$ cat config.mk
export PLATFORM = sky130hd
export DESIGN_NAME = acc_round_unit
export DESIGN_NICKNAME = d
export VERILOG_FILES = /design/src/rtl/acc_rnd_pkg.sv /design/src/rtl/acc_rnd_mode.sv /design/src/rtl/acc_rnd_step.sv /design/src/rtl/acc_round_unit.sv
export SDC_FILE = /design/constraint.sdc
export NUM_CORES = 1
export LEC_CHECK = 0
export BUFFER_PORTS_ARGS = -buffer_cell sky130_fd_sc_hd__clkbuf_2
export CAP_MARGIN = 25
export CORE_ASPECT_RATIO = 1.5
export CORE_MARGIN = 4
export CORE_UTILIZATION = 43
export DETAILED_ROUTE_END_ITERATION = 16
export PLACE_DENSITY = 0.74
export SKIP_CTS_REPAIR_TIMING = 1
export SYNTH_ARGS = -nofsm -noshare
export SYNTH_HDL_FRONTEND = slang
export SYNTH_HIERARCHICAL = 1
export SYNTH_SLANG_ARGS = --single-unit
$ cat constraint.sdc
create_clock -name clk -period 2.3 [get_ports clk]
set_input_delay 0.115 -clock clk [delete_from_list [all_inputs] [get_ports clk]]
set_output_delay 0.115 -clock clk [all_outputs]
set_load 0.02 [all_outputs]
$ cat src/rtl/acc_rnd_pkg.sv
package acc_rnd_pkg;

    localparam int OVF_W    = 8;
    localparam int WORD_W   = 16;
    localparam int CFG_W    = 16;
    localparam int MODE_BIT = 12;

    localparam int UPPER_W  = OVF_W + WORD_W;
    localparam int ACC_W    = UPPER_W + WORD_W;

    localparam logic [WORD_W-1:0] HALF_LSB = WORD_W'(1) << (WORD_W - 1);

    typedef struct packed {
        logic [OVF_W-1:0]  ovf;
        logic [WORD_W-1:0] hi;
        logic [WORD_W-1:0] lo;
    } acc_t;

    typedef enum logic {
        RND_EVEN = 1'b0,
        RND_UP   = 1'b1
    } rnd_mode_e;

    typedef enum logic [1:0] {
        LO_BELOW = 2'd0,
        LO_HALF  = 2'd1,
        LO_ABOVE = 2'd2
    } lo_class_e;

    function automatic lo_class_e classify_lo(input logic [WORD_W-1:0] lo);
        if (lo == HALF_LSB)
            return LO_HALF;
        else if (lo[WORD_W-1])
            return LO_ABOVE;
        else
            return LO_BELOW;
    endfunction

    function automatic logic [UPPER_W-1:0] upper_of(input acc_t a);
        return {a.ovf, a.hi};
    endfunction

endpackage

$ cat src/rtl/acc_rnd_mode.sv
module acc_rnd_mode
    import acc_rnd_pkg::*;
(
    input  logic             clk,
    input  logic             rst,
    input  logic             cfg_we,
    input  logic [CFG_W-1:0] cfg_data,
    output rnd_mode_e        mode_q
);

    always_ff @(posedge clk) begin
        if (rst)
            mode_q <= RND_EVEN;
        else if (cfg_we)
            mode_q <= rnd_mode_e'(cfg_data[MODE_BIT]);
    end

    // mode starts unbiased after reset
    a_r1_mode_reset: assert property (@(posedge clk) disable iff (rst)
        $past(rst) |-> (mode_q == RND_EVEN));

    // mode only changes on a control write
    a_r2_mode_hold: assert property (@(posedge clk) disable iff (rst)
        !$past(cfg_we) |-> $stable(mode_q));

endmodule

$ cat src/rtl/acc_rnd_step.sv
module acc_rnd_step
    import acc_rnd_pkg::*;
(
    input  acc_t               cur,
    input  rnd_mode_e          mode,
    output logic               bump,
    output logic [UPPER_W-1:0] upper_next
);

    lo_class_e          lo_cls;
    logic [UPPER_W-1:0] upper_cur;

    always_comb begin
        lo_cls    = classify_lo(cur.lo);
        upper_cur = upper_of(cur);
        unique case (lo_cls)
            LO_ABOVE: bump = 1'b1;
            LO_HALF:  bump = (mode == RND_UP) ? 1'b1 : cur.hi[0];
            default:  bump = 1'b0;
        endcase
        upper_next = upper_cur + UPPER_W'(bump);
    end

endmodule

$ cat src/rtl/acc_round_unit.sv
module acc_round_unit
    import acc_rnd_pkg::*;
(
    input  logic              clk,
    input  logic              rst,
    input  logic              load_en,
    input  logic [ACC_W-1:0]  load_val,
    input  logic              cfg_we,
    input  logic [CFG_W-1:0]  cfg_data,
    input  logic              round_req,
    output logic [ACC_W-1:0]  acc_q,
    output logic              round_valid
);

    acc_t               acc_r;
    rnd_mode_e          mode_q;
    logic               bump;
    logic [UPPER_W-1:0] upper_next;
    logic [UPPER_W-1:0] upper_q;

    acc_rnd_mode u_mode (
        .clk      (clk),
        .rst      (rst),
        .cfg_we   (cfg_we),
        .cfg_data (cfg_data),
        .mode_q   (mode_q)
    );

    acc_rnd_step u_step (
        .cur        (acc_r),
        .mode       (mode_q),
        .bump       (bump),
        .upper_next (upper_next)
    );

    always_ff @(posedge clk) begin
        if (rst) begin
            acc_r       <= '0;
            round_valid <= 1'b0;
        end else begin
            round_valid <= round_req & ~load_en;
            if (load_en)
                acc_r <= acc_t'(load_val);
            else if (round_req)
                acc_r <= acc_t'({upper_next, acc_r.lo});
        end
    end

    assign acc_q   = acc_r;
    assign upper_q = upper_of(acc_r);

    // a valid pulse always has a round request behind it
    a_r9_valid_cause: assert property (@(posedge clk) disable iff (rst)
        round_valid |-> ($past(round_req) && !$past(load_en)));

    // lower word untouched by rounding
    a_r7_low_kept: assert property (@(posedge clk) disable iff (rst)
        round_valid |-> (acc_r.lo == $past(acc_r.lo)));

    // below half leaves upper part alone
    a_r3_below_half: assert property (@(posedge clk) disable iff (rst)
        (round_valid && ($past(acc_r.lo) < HALF_LSB)) |-> (upper_q == $past(upper_q)));

    // above half increments
    a_r4_above_half: assert property (@(posedge clk) disable iff (rst)
        (round_valid && ($past(acc_r.lo) > HALF_LSB)) |->
            (upper_q == UPPER_W'($past(upper_q) + 1'b1)));

    // biased half case always increments
    a_r5_biased_half: assert property (@(posedge clk) disable iff (rst)
        (round_valid && ($past(acc_r.lo) == HALF_LSB) && ($past(mode_q) == RND_UP)) |->
            (upper_q == UPPER_W'($past(upper_q) + 1'b1)));

    // unbiased half case lands on an even upper word
    a_r6_even_result: assert property (@(posedge clk) disable iff (rst)
        (round_valid && ($past(acc_r.lo) == HALF_LSB) && ($past(mode_q) == RND_EVEN)) |->
            (acc_r.hi[0] == 1'b0));

    // load writes the whole value and gives no pulse
    a_r10_load: assert property (@(posedge clk) disable iff (rst)
        $past(load_en) |-> ((acc_q == $past(load_val)) && !round_valid));

    // idle edges keep the value
    a_r11_hold: assert property (@(posedge clk) disable iff (rst)
        (!$past(load_en) && !$past(round_req)) |-> $stable(acc_q));

endmodule

======== Yosys cells after proc, flatten, opt, wreduce, memory -nomap -nowiden ========
Cells that the tools add are included.
cells by class
  add/subtract/negate cells ............... 1
  eq/ne operators ......................... 3
  multiplexer cells ....................... 6
  bitwise logic cells ..................... 2
  reductions and logical operators ........ 1
operators with widths
  kind                                            number
  two-way mux 40 bit                              2
  adder 24 x 1 -> 24 bit                          1
  == test 16 bit (second input constant)          1
  two-way mux 2 bit                               2
  == test 2 x 1 -> 1 bit (second input constant)  1
  == test 2 bit (second input constant)           1
  case mux 1 bit (2 select lines)                 1
  nonzero test 2 bit                              1
  AND 1 bit                                       1
  two-way mux 1 bit                               1
  NOT 1 bit                                       1
word-level totals
  register bits ........................... 42
  output and inout port bits .............. 41
  logic and storage cells ................. 18

======== Longest topological paths before layout ========
Gate-level depths: netlist of the first run.
  depth in word-level cells ............... 7
  mapped depth ............................ 11

======== By module ========
Netlist of the first run, hierarchy kept.
by module, submodules not included
  module          instances  cells each  area each (um2)
  acc_round_unit  1          162         1,740.4
  acc_rnd_step    1          71          535.5
  acc_rnd_mode    1          3           33.8

======== Worst setup path before layout of the first run ========
No wires, ideal clock.
  kind .................................... register -> register
  from .................................... register acc_r (netlist bit acc_q[16])
  to ...................................... register acc_r (netlist bit acc_q[36])
  arrival ................................. 2.259 ns
  slack ................................... -0.045 ns
  cell stages (with the launch flop) ...... 12
  cell sequence ........................... dfxtp_1 nor4_1 nand4_1 o41a_1 ha_1 ha_1 nand4_1 nor2_1 nand4_1 xnor2_1 mux2i_1 a211oi_1
on the way
  cells in the longest elaborated chain, start to end .. 5
RTL lines
  element                          line                  RTL
  from (decl)                      acc_round_unit.sv:15  acc_t acc_r;
  from (signal assigned)           acc_round_unit.sv:43  acc_r <= acc_t'(load_val);
  from (signal assigned)           acc_round_unit.sv:45  acc_r <= acc_t'({upper_next, acc_r.lo});
  two-way mux 1 bit                acc_rnd_step.sv:18    LO_HALF: bump = (mode == RND_UP) ? 1'b1 : cur.hi[0];
  case mux 1 bit (2 select lines)  acc_rnd_step.sv:16    unique case (lo_cls)
  net bump                         acc_round_unit.sv:17  logic bump;
  adder 24 x 1 -> 24 bit           acc_rnd_step.sv:21    upper_next = upper_cur + UPPER_W'(bump);
  net upper_next[20]               acc_round_unit.sv:18  logic [UPPER_W-1:0] upper_next;
  two-way mux 40 bit               acc_round_unit.sv:44  else if (round_req)
  two-way mux 40 bit               acc_round_unit.sv:42  if (load_en)
The timed path passes the listed nets, and every way through them passes these cells. The select of a mux whose other input is x is not followed.
A chain may end at the register's enable or synchronous reset.

======== Final worst setup path of the first run ========
  from .................................... register acc_r (netlist bit acc_q[14])
  to ...................................... register acc_r (netlist bit acc_q[30])
on the way
  cells in the longest elaborated chain, start to end .. 7
RTL lines
  element                                                         line                  RTL
  == test 16 bit *                                                acc_rnd_pkg.sv:31     if (lo == HALF_LSB)
  two-way mux 2 bit *                                             acc_rnd_pkg.sv:31
  == test 2 x 1 -> 1 bit / == test 2 bit (equally long branches)  acc_rnd_step.sv:16
  case mux 1 bit (2 select lines) *                               acc_rnd_step.sv:16
  net bump                                                        acc_round_unit.sv:17
  adder 24 x 1 -> 24 bit *                                        acc_rnd_step.sv:21
  net upper_next[14]                                              acc_round_unit.sv:18
  two-way mux 40 bit *                                            acc_round_unit.sv:44
  two-way mux 40 bit *                                            acc_round_unit.sv:42
Mark *: on every way through the listed nets, which the timed path passes. The rest lies on a longest branch. The select of a mux whose other input is x is not followed.

==> flow_metrics.env, run 1 <==
export IMPL_dieArea_um2=6630
export IMPL_synth_cell_types=30
export IMPL_regArea_um2=855
export IMPL_worst_pin_slew_ns=0.906
export IMPL_initial_core_util_pct=44.7
export IMPL_rsz0062_at_grt="true"
export IMPL_drive_gt1_share_pct=42.3
export IMPL_setup_ws_ns=-0.121
export IMPL_setup_viol_count_final=9
export IMPL_wire_per_inst_um=14.1
export IMPL_clk_path_buf_depth=2
export IMPL_ant_nets=0
export IMPL_instances_no_fill=401
export IMPL_ys_ff_latch=42
export IMPL_cts_max_level=2
export IMPL_max_vdd_ir_drop_mv=0.312
export IMPL_violations="negative setup slack"
export IMPL_critical_path_required_ns=2.51
export IMPL_vias=2048
export IMPL_pre_cts_ws_ns=-0.226
export IMPL_antenna_found_initial=0
export IMPL_synth_area_um2=2310
export IMPL_multi_input_area_um2=1410
export IMPL_cts_buffers=5
export IMPL_ys_warn_count=6
export IMPL_grt_ovfl_total=0
export IMPL_syn_mean_instance_area_um2=9.79
export IMPL_endpoint_kind="register"
export IMPL_synth_seq_area_share_pct=36.4
export IMPL_skew_ns=0.00648
export IMPL_drc=0
export IMPL_crit_type="reg -> reg"
export IMPL_slew_viol_final=0
export IMPL_grtUsageTotal_pct=17.4
export IMPL_syn_inst=236
export IMPL_p_leak_nw=1.45
export IMPL_fin_worst_hold_slack_ns=0.0548
export IMPL_maxSlewHeadroom_pct=39.6
export IMPL_gp_congestion=0.806
export IMPL_min_period_ns=2.42
export IMPL_grt_pass1_vias=2024
export IMPL_synthToLayoutAreaGrowth_pct=31.6
export IMPL_ios=102
export IMPL_port_buffers=86
export IMPL_synth_nets=300
export IMPL_routed_wl_um=5640
export IMPL_vias_per_cell=5.11
export IMPL_grt_max_degree=43
export IMPL_cts_num_sinks=42
export IMPL_grt_pass1_wl_um=9160
export IMPL_cp_max_fo=3
export IMPL_power_density_nw_per_um2=576
export IMPL_cpMostUsedCell="nand4_1"
export IMPL_cts_root_buf="clkbuf_8"
export IMPL_fillerInstances=471
export IMPL_insertion_delay_ns=0.29
export IMPL_place_inst=391
export IMPL_status="finished with violations"
export IMPL_drt_pass1_iterations=4
export IMPL_drtIter0Drc=65
export IMPL_cp_arrival_ns=2.63
export IMPL_max_stage_delay_ns=0.36
export IMPL_rows=32
export IMPL_slowest_stage="o41a_1"
export IMPL_diodes=0
export IMPL_p_total_mw=1.75
export IMPL_max_freq_mhz=413
export IMPL_hold_viol_final=0
export IMPL_hold_path_class="in -> reg"
export IMPL_cts_tree="built"
export IMPL_maxCapViolations=0
export IMPL_die_h_um=97.8
export IMPL_start_kind="register"
export IMPL_die_x_um=67.8
export IMPL_fin_crit_sh_pct=105
export IMPL_coreArea_um2=5160
export IMPL_path_cells="nor4_4, nand4_1, o41a_1, ha_2, ha_4, nand4_1, nor3_2, nand3_1, xnor2_1, mux2i_1, a211oi_2"
export IMPL_nets=396
export IMPL_hpwl_um=4160
export IMPL_clkSlewWorstSetupHoldPaths_ns=0.08
## sequential cells by signal, indices dropped and copies added, names as in the netlist
| signal | cells |
|---|---|
| acc_q | 40 |
| round_valid | 1 |
| u_mode/mode_q | 1 |
## cells by family (layout without fill, tap and decap cells)
kind of cell	count (synthesis)	count (layout)	share of synthesized area (%)
simple gates	85	85	22.0
flops	42	42	36.4
mux	41	41	17.8
compound gates	25	25	8.72
xor+xnor	22	22	8.34
buf+inv	18	115	5.15
fa+ha+maj	3	3	1.63
## cells in the mapped netlist
cell       n  area (um2)
and4_1     2        17.5
nand2_4    1        11.3
nand4_1    7        43.8
inv_1      3        11.3
nor3_2     1        10.0
buf_12     2        40.0
ha_1       3        37.5
a211oi_1  22         165
nand3_2    1        10.0
xor2_1     7        61.3
buf_6      1        11.3
nor4_4     2        42.5
nor4_1     3        18.8
nor3b_1    1        7.51
buf_1      2        7.51
and3_1     2        12.5
nand4_4    1        21.3
mux2i_1   41         410
nor2_1    23        86.3
a211oi_2   2        25.0
dfxtp_1   42         841
nand2_1    7        26.3
buf_2      3        15.0
nor3_1     1        5.00
clkbuf_1   5        18.8
o41a_1     1        11.3
xnor2_1   15         131
nor2b_1   24         150
buf_4      2        15.0
nand3_1    9        45.0
## placed cells by master, fill, tap and decap left out, types with 3 or more instances in the layout
master	netlist	layout
buf_4	2	18
clkbuf_8	0	8
nand4_1	7	7
mux2i_1	41	41
clkbuf_2	0	86
nand2_1	7	7
nor2b_1	24	24
xor2_1	7	7
xnor2_1	15	15
dfxtp_2	0	11
dfxtp_1	42	31
a211oi_1	22	21
nor2_1	23	22
nand3_1	9	8
a211oi_2	2	3
inv_1	3	3
nor4_4	2	3
## worst max-delay path: cells and delay by family (launching register included)
kind,cells,cell delay [ns]
AOI/OAI and AO/OA,2,0.59
xor gates and xnor gates,1,0.12
adders and majority gates,2,0.37
DFF,1,0.33
muxes,1,0.11
and+or+nand+nor,5,0.80
## routing by layer
layer | up-vias | GRT usage [%] | share of wire, %
met3 | 2 | 4.83 | 7.4
met2 | 62 | 31.4 | 53
met4 | 0 | 5.51 | 0.44
met5 | - | 0 | 0
li1 | 1024 | - | -
met1 | 960 | 18.8 | 39
## through the flow
stage	instance area, um2	setup TNS, ns	util (%)
2_1_floorplan	2320	0	-
3_3_place_gp	2850	-1.15	55.1
3_5_place_dp	2850	-1.79	55.1
4_1_cts	2960	-2.15	57.2
5_1_grt	3040	-2.69	58.8
6_report	3040	-0.595	58.8
## worst paths after layout
| path | from | end | slack [ns] | cells after the start |
|---|---|---|---|---|
| worst max register to register | acc_q[14] | acc_q[30] | -0.12 | 11 |
| worst max-delay path | acc_q[14] | acc_q[30] | -0.12 | 11 |
| worst min register to register | acc_q[4] | acc_q[4] | 0.51 | 2 |
| worst min-delay path | load_val[7] | acc_q[7] | 0.05 | 3 |
## power breakdown
| group | switching [mW] | leakage, nW | internal [mW] | total, mW |
|---|---|---|---|---|
| clock network | 0.246 | 0.0575 | 0.303 | 0.549 |
| registers | 0.0668 | 0.352 | 0.780 | 0.846 |
| logic | 0.186 | 1.04 | 0.168 | 0.354 |
## cell type report
| class | instances | area share (%) |
|---|---|---|
| clock buffers | 8 | 3.62 |
| well taps | 68 | 2.80 |
| repair buffers | 104 | 18.6 |
| multi-input cells | 176 | 46.5 |
| flip-flops and latches | 42 | 28.1 |
| inverters | 3 | 0.371 |
No activity file was read; power rests on OpenSTA's default activity.
==> run 2, diff against run 1 <==
--- a/config.mk
+++ b/config.mk
@@ -11,6 +11,7 @@
 export CORE_MARGIN = 4
 export CORE_UTILIZATION = 43
 export DETAILED_ROUTE_END_ITERATION = 16
+export GPL_TIMING_DRIVEN = 0
 export PLACE_DENSITY = 0.74
 export SKIP_CTS_REPAIR_TIMING = 1
 export SYNTH_ARGS = -nofsm -noshare
==> run 2 against run 1 <==
Against the previous run: the run still ends with negative setup slack left; non-clock buffer count down 2; clock power down 8.9%; die area stayed put; worst hold slack improved by 0.00054 ns; via count is 1.4% higher; sequential share of layout area about the same; cell area is 0.12% higher; highest routed layer unchanged.
==> flow_metrics.env, run 2 (synthesis results as in run 1) <==
export IMPL_fin_crit_sh_pct=108
export IMPL_maxCapViolations=0
export IMPL_coreArea_um2=5160
export IMPL_drive_gt1_share_pct=38.1
export IMPL_ios=102
export IMPL_multi_input_area_um2=1440
export IMPL_switchingPower_uw=517
export IMPL_grt_pass1_vias=2044
export IMPL_nets=394
export IMPL_min_period_ns=2.48
export IMPL_crit_end="acc_q[36]"
export IMPL_synthToLayoutAreaGrowth_pct=31.7
export IMPL_die_x_um=67.8
export IMPL_skew_ns=0.00671
export IMPL_startpoint="acc_q[2]"
export IMPL_violations="negative setup slack"
export IMPL_endpoint_kind="register"
export IMPL_critical_path_required_ns=2.52
export IMPL_routed_wl_um=6030
export IMPL_worst_pin_slew_ns=0.593
export IMPL_grtUsageTotal_pct=18.7
export IMPL_r2r_slack_ns=-0.18
export IMPL_comb_power_share_pct=20.8
export IMPL_max_vdd_ir_drop_mv=0.406
export IMPL_hold_path_class="in -> reg"
export IMPL_power_density_nw_per_um2=560
export IMPL_setup_viol_count_final=14
export IMPL_grt_ovfl_total=0
export IMPL_intPower_mw=1.19
export IMPL_clk_path_buf_depth=2
export IMPL_grt_max_degree=13
export IMPL_status="finished with violations"
export IMPL_fillerInstances=474
export IMPL_dieArea_um2=6630
export IMPL_gp_congestion=0.852
export IMPL_clkSlewWorstSetupHoldPaths_ns=0.08
export IMPL_hold_viol_final=0
export IMPL_cp_arrival_ns=2.71
export IMPL_die_h_um=97.8
export IMPL_cts_buffers=5
export IMPL_regArea_um2=855
export IMPL_r2r_start="acc_q[2]"
export IMPL_power_share_sequential_pct=49.9
export IMPL_port_buffers=84
export IMPL_drtIter0Drc=57
export IMPL_crit_type="reg -> reg"
export IMPL_grt_pass1_wl_um=9630
export IMPL_switching_share_pct=30.4
export IMPL_worst_r2r_endpoint="acc_q[36]"
export IMPL_rsz0062_at_grt="true"
export IMPL_cts_num_sinks=42
export IMPL_setup_tns_final_ns=-1.57
export IMPL_vias_per_cell=5.20
export IMPL_wire_per_inst_um=15.1
export IMPL_ant_nets=0
export IMPL_p_clk_share_pct=29.4
export IMPL_vias=2076
export IMPL_hpwl_um=4530
export IMPL_cts_max_level=2
export IMPL_rr_worst_depth=12
export IMPL_pre_cts_ws_ns=-0.276
export IMPL_maxSlewHeadroom_pct=60.5
export IMPL_largest_register_ffs=40
export IMPL_cts_tree="built"
export IMPL_layout_common_cells="clkbuf_2 (84), mux2i_1 (41), dfxtp_1 (35), nor2b_1 (24), nor2_1 (22)"
export IMPL_mostFrequentLayoutCell="clkbuf_2"
export IMPL_antenna_found_initial=0
export IMPL_cts_root_buf="clkbuf_8"
export IMPL_drc=0
export IMPL_start_kind="register"
export IMPL_initial_core_util_pct=44.7
export IMPL_diodes=0
export IMPL_setup_ws_ns=-0.184
export IMPL_rows=32
export IMPL_drt_pass1_iterations=4
export IMPL_insertion_delay_ns=0.30
export IMPL_cp_max_fo=3
export IMPL_slew_viol_final=0
export IMPL_max_freq_mhz=403
export IMPL_p_leak_nw=1.44
run 2: cell count changes in the layout (fill, tap and decap cells not counted), moves of 3 or more:
cell / change
buf_2: +3
dfxtp_2: -6
buf_4: -15
dfxtp_1: +4
clkbuf_1: +6
buf_12: +3
run 2: critical path, stage by stage, from the launching register on:
cell      delay (ns)
dfxtp_4         0.36
nor4_4          0.27
nand4_1         0.15
o41a_1          0.43
ha_2            0.21
ha_4            0.17
nand4_1         0.13
buf_12          0.14
nor2_4          0.04
nand4_1         0.11
xnor2_1         0.13
mux2i_1         0.11
a211oi_2        0.17
run 2: worst min-delay path by stage:
stage / slack [ns] / to / from / cells past startpoint
3_5_place_dp: 0.30 / u_mode/mode_q / rst / 2
6_report: 0.06 / acc_q[2] / load_val[2] / 3
5_1_grt: 0.05 / acc_q[1] / load_val[1] / 3
2_1_floorplan: 0.19 / u_mode/mode_q / rst / 1
4_1_cts: -0.02 / u_mode/mode_q / rst / 2
3_3_place_gp: 0.30 / u_mode/mode_q / rst / 2
run 2: power by group through the flow:
stage / registers (mW) / clock network (mW) / logic (mW)
after detailed placement: 0.861 / 0 / 0.344
after CTS: 0.844 / 0.520 / 0.345
after global placement: 0.858 / 0 / 0.338
final: 0.849 / 0.500 / 0.354
after global routing: 0.860 / 0.549 / 0.385
after floorplan: 0.908 / 0 / 0.167
run 2: area by class of cell:
type	count	share of cell area, %
well taps	68	2.80
clock inverters	1	0.164
clock buffers	7	2.84
repair buffers	87	15.0
plain buffers	15	3.54
flip-flops and latches	42	28.1
multi-input cells	176	47.2
inverters	3	0.370
run 2: per-layer routing:
metal / up-vias / GRT usage, % / share of wire, %
met5: - / 0 / 0
met4: 0 / 6.43 / 1.9
met3: 10 / 5.41 / 7.2
met2: 68 / 32.3 / 52
met1: 973 / 21.4 / 39
li1: 1025 / - / -
run 2: metrics by stage:
stage | area (um2) | instances | power (mW) | utilization [%] | hold WS, ns
final | 3040 | 399 | 1.70 | 58.9 | 0.0553
after global routing | 3040 | 399 | 1.79 | 58.9 | 0.0543
after CTS | 2920 | 396 | 1.71 | 56.4 | -0.0184
after detailed placement | 2820 | 388 | 1.20 | 54.7 | 0.305
after global placement | 2820 | 388 | 1.20 | 54.7 | 0.298
after floorplan | 2320 | 236 | 1.07 | - | 0.187
==> run 3, diff against run 2 <==
--- a/config.mk
+++ b/config.mk
@@ -9,10 +9,10 @@
 export CAP_MARGIN = 25
 export CORE_ASPECT_RATIO = 1.5
 export CORE_MARGIN = 4
-export CORE_UTILIZATION = 43
+export CORE_UTILIZATION = 51
 export DETAILED_ROUTE_END_ITERATION = 16
 export GPL_TIMING_DRIVEN = 0
-export PLACE_DENSITY = 0.74
+export PLACE_DENSITY = 0.82
 export SKIP_CTS_REPAIR_TIMING = 1
 export SYNTH_ARGS = -nofsm -noshare
 export SYNTH_HDL_FRONTEND = slang
==> constraint.sdc (replaced) <==
create_clock -name clk -period 2.92 [get_ports clk]
set_input_delay 0.146 -clock clk [delete_from_list [all_inputs] [get_ports clk]]
set_output_delay 0.146 -clock clk [all_outputs]
set_load 0.02 [all_outputs]
==> run 3 against run 2 <==
Against the previous run: the flow now finishes without violations; global-route usage rose by 1.5 points; setup slack better by 0.41 ns; sequential share of layout area is 1.1 points higher; fmax decreased by 7.8%; critical endpoint unchanged; largest power group unchanged; highest routed layer unchanged.
==> flow_metrics.env, run 3 (synthesis results as in run 1) <==
export IMPL_cpLargestDelayFamily="simple AND/OR/NAND/NOR gates"
export IMPL_routed_wl_um=5750
export IMPL_ios=102
export IMPL_hpwl_um=4500
export IMPL_dr_max_layer_used="met4"
export IMPL_insertion_delay_ns=0.30
export IMPL_hold_viol_final=0
export IMPL_rows=29
export IMPL_nets=391
export IMPL_gp_congestion=0.845
export IMPL_grtUsageTotal_pct=20.2
export IMPL_critical_path_required_ns=3.14
export IMPL_start_kind="register"
export IMPL_p_leak_nw=1.39
export IMPL_drc=0
export IMPL_largest_register_ffs=40
export IMPL_crit_type="reg -> reg"
export IMPL_fin_crit_sh_pct=92.3
export IMPL_fin_worst_hold_slack_ns=0.00849
export IMPL_cp_max_fo=5
export IMPL_antenna_found_initial=0
export IMPL_max_stage_delay_ns=0.37
export IMPL_drtIter0Drc=64
export IMPL_grt_pass1_vias=2043
export IMPL_ant_nets=0
export IMPL_status="finished clean"
export IMPL_grt_ovfl_total=0
export IMPL_drt_pass1_iterations=4
export IMPL_endpoint_kind="register"
export IMPL_synthToLayoutAreaGrowth_pct=24.6
export IMPL_drive_gt1_share_pct=32.9
export IMPL_dieArea_um2=5690
export IMPL_maxCapViolations=0
export IMPL_grt_pass1_wl_um=9320
export IMPL_max_vdd_ir_drop_mv=0.379
export IMPL_clk_path_buf_depth=2
export IMPL_cp_arrival_ns=2.91
export IMPL_mostFrequentLayoutCell="clkbuf_2"
export IMPL_cts_num_sinks=42
export IMPL_multi_input_area_um2=1350
export IMPL_cts_buffers=5
export IMPL_diodes=0
export IMPL_fin_area_um2=2880
export IMPL_die_x_um=62.9
export IMPL_power_density_nw_per_um2=458
export IMPL_vias_per_cell=5.48
export IMPL_layout_common_cells="clkbuf_2 (84), dfxtp_1 (42), mux2i_1 (41), nor2b_1 (24), nor2_1 (23)"
export IMPL_clkSlewWorstSetupHoldPaths_ns=0.08
export IMPL_hold_path_class="in -> reg"
export IMPL_setup_tns_final_ns=0
export IMPL_cts_max_level=2
export IMPL_slew_viol_final=0
export IMPL_cts_root_buf="clkbuf_8"
export IMPL_min_period_ns=2.69
export IMPL_skew_ns=0.00298
export IMPL_port_buffers=84
export IMPL_regArea_um2=841
export IMPL_place_area_um2=2790
export IMPL_wire_per_inst_um=15.4
export IMPL_coreArea_um2=4320
export IMPL_cpMostUsedCell="nand4_1"
export IMPL_path_buf_inv=0
export IMPL_wl_met1_um=2120
export IMPL_rsz0062_at_grt="false"
export IMPL_maxSlewHeadroom_pct=60.9
export IMPL_initial_core_util_pct=53.5
export IMPL_cts_tree="built"
export IMPL_worst_pin_slew_ns=0.587
export IMPL_max_freq_mhz=371
export IMPL_vias=2051
export IMPL_wl_met2_um=3070
export IMPL_dr_wl_met3_um=467
export IMPL_slowest_stage="dfxtp_1"
export IMPL_die_h_um=90.4
export IMPL_grt_max_degree=15
export IMPL_path_cells="nor4_1, nand4_1, o41a_1, ha_1, ha_1, nand4_1, nor2_1, nand4_1, xnor2_1, mux2i_1, a211oi_1"
export IMPL_setup_viol_count_final=0
export IMPL_fillerInstances=375
[run 3: cell types whose count changed in the layout (fill, tap and decap cells not counted), moves of 2 or more]
cell / change
a211oi_1: +3
a211oi_2: -3
dfxtp_1: +7
dfxtp_2: -5
dfxtp_4: -2
ha_1: +2
nor4_1: +3
nor4_4: -2
[run 3: worst paths after layout]
kind,from,end,slack (ns),depth (start not counted)
max,acc_q[16],acc_q[36],0.23,11
min,rst,u_mode/mode_q,0.008,2
min reg2reg,u_mode/mode_q,u_mode/mode_q,0.52,2
max reg2reg,acc_q[16],acc_q[36],0.23,11
[run 3: routing by layer]
metal / vias up / GRT usage (%)
li1: 1016 / -
met5: - / 0
met4: 0 / 6.63
met3: 9 / 5.60
met2: 79 / 38.3
met1: 947 / 20.8
[run 3: area by class of cell]
class / count / area share (%)
multi-input cells: 176 / 46.9
flip-flops and latches: 42 / 29.2
repair buffers: 84 / 14.6
plain buffers: 15 / 3.74
clock buffers: 5 / 2.39
well taps: 46 / 2.00
clock inverters: 3 / 0.739
inverters: 3 / 0.391
[run 3: per-stage QoR]
step / total power [mW] / util [%] / setup slack, ns / std cells
detailed placement: 0.947 / 64.6 / 0.233 / 366
global route: 1.38 / 66.6 / 0.0980 / 374
global placement: 0.938 / 64.6 / 0.314 / 366
CTS: 1.33 / 66.6 / 0.197 / 374
floorplan: 0.845 / - / 0.575 / 236
finish: 1.32 / 66.6 / 0.225 / 374
[run 3: power breakdown]
| group | switching (mW) | leakage [nW] | internal, mW | total (mW) |
|---|---|---|---|---|
| Clock | 0.216 | 0.0441 | 0.168 | 0.385 |
| Sequential | 0.0523 | 0.348 | 0.612 | 0.664 |
| Combinational | 0.145 | 0.993 | 0.123 | 0.268 |
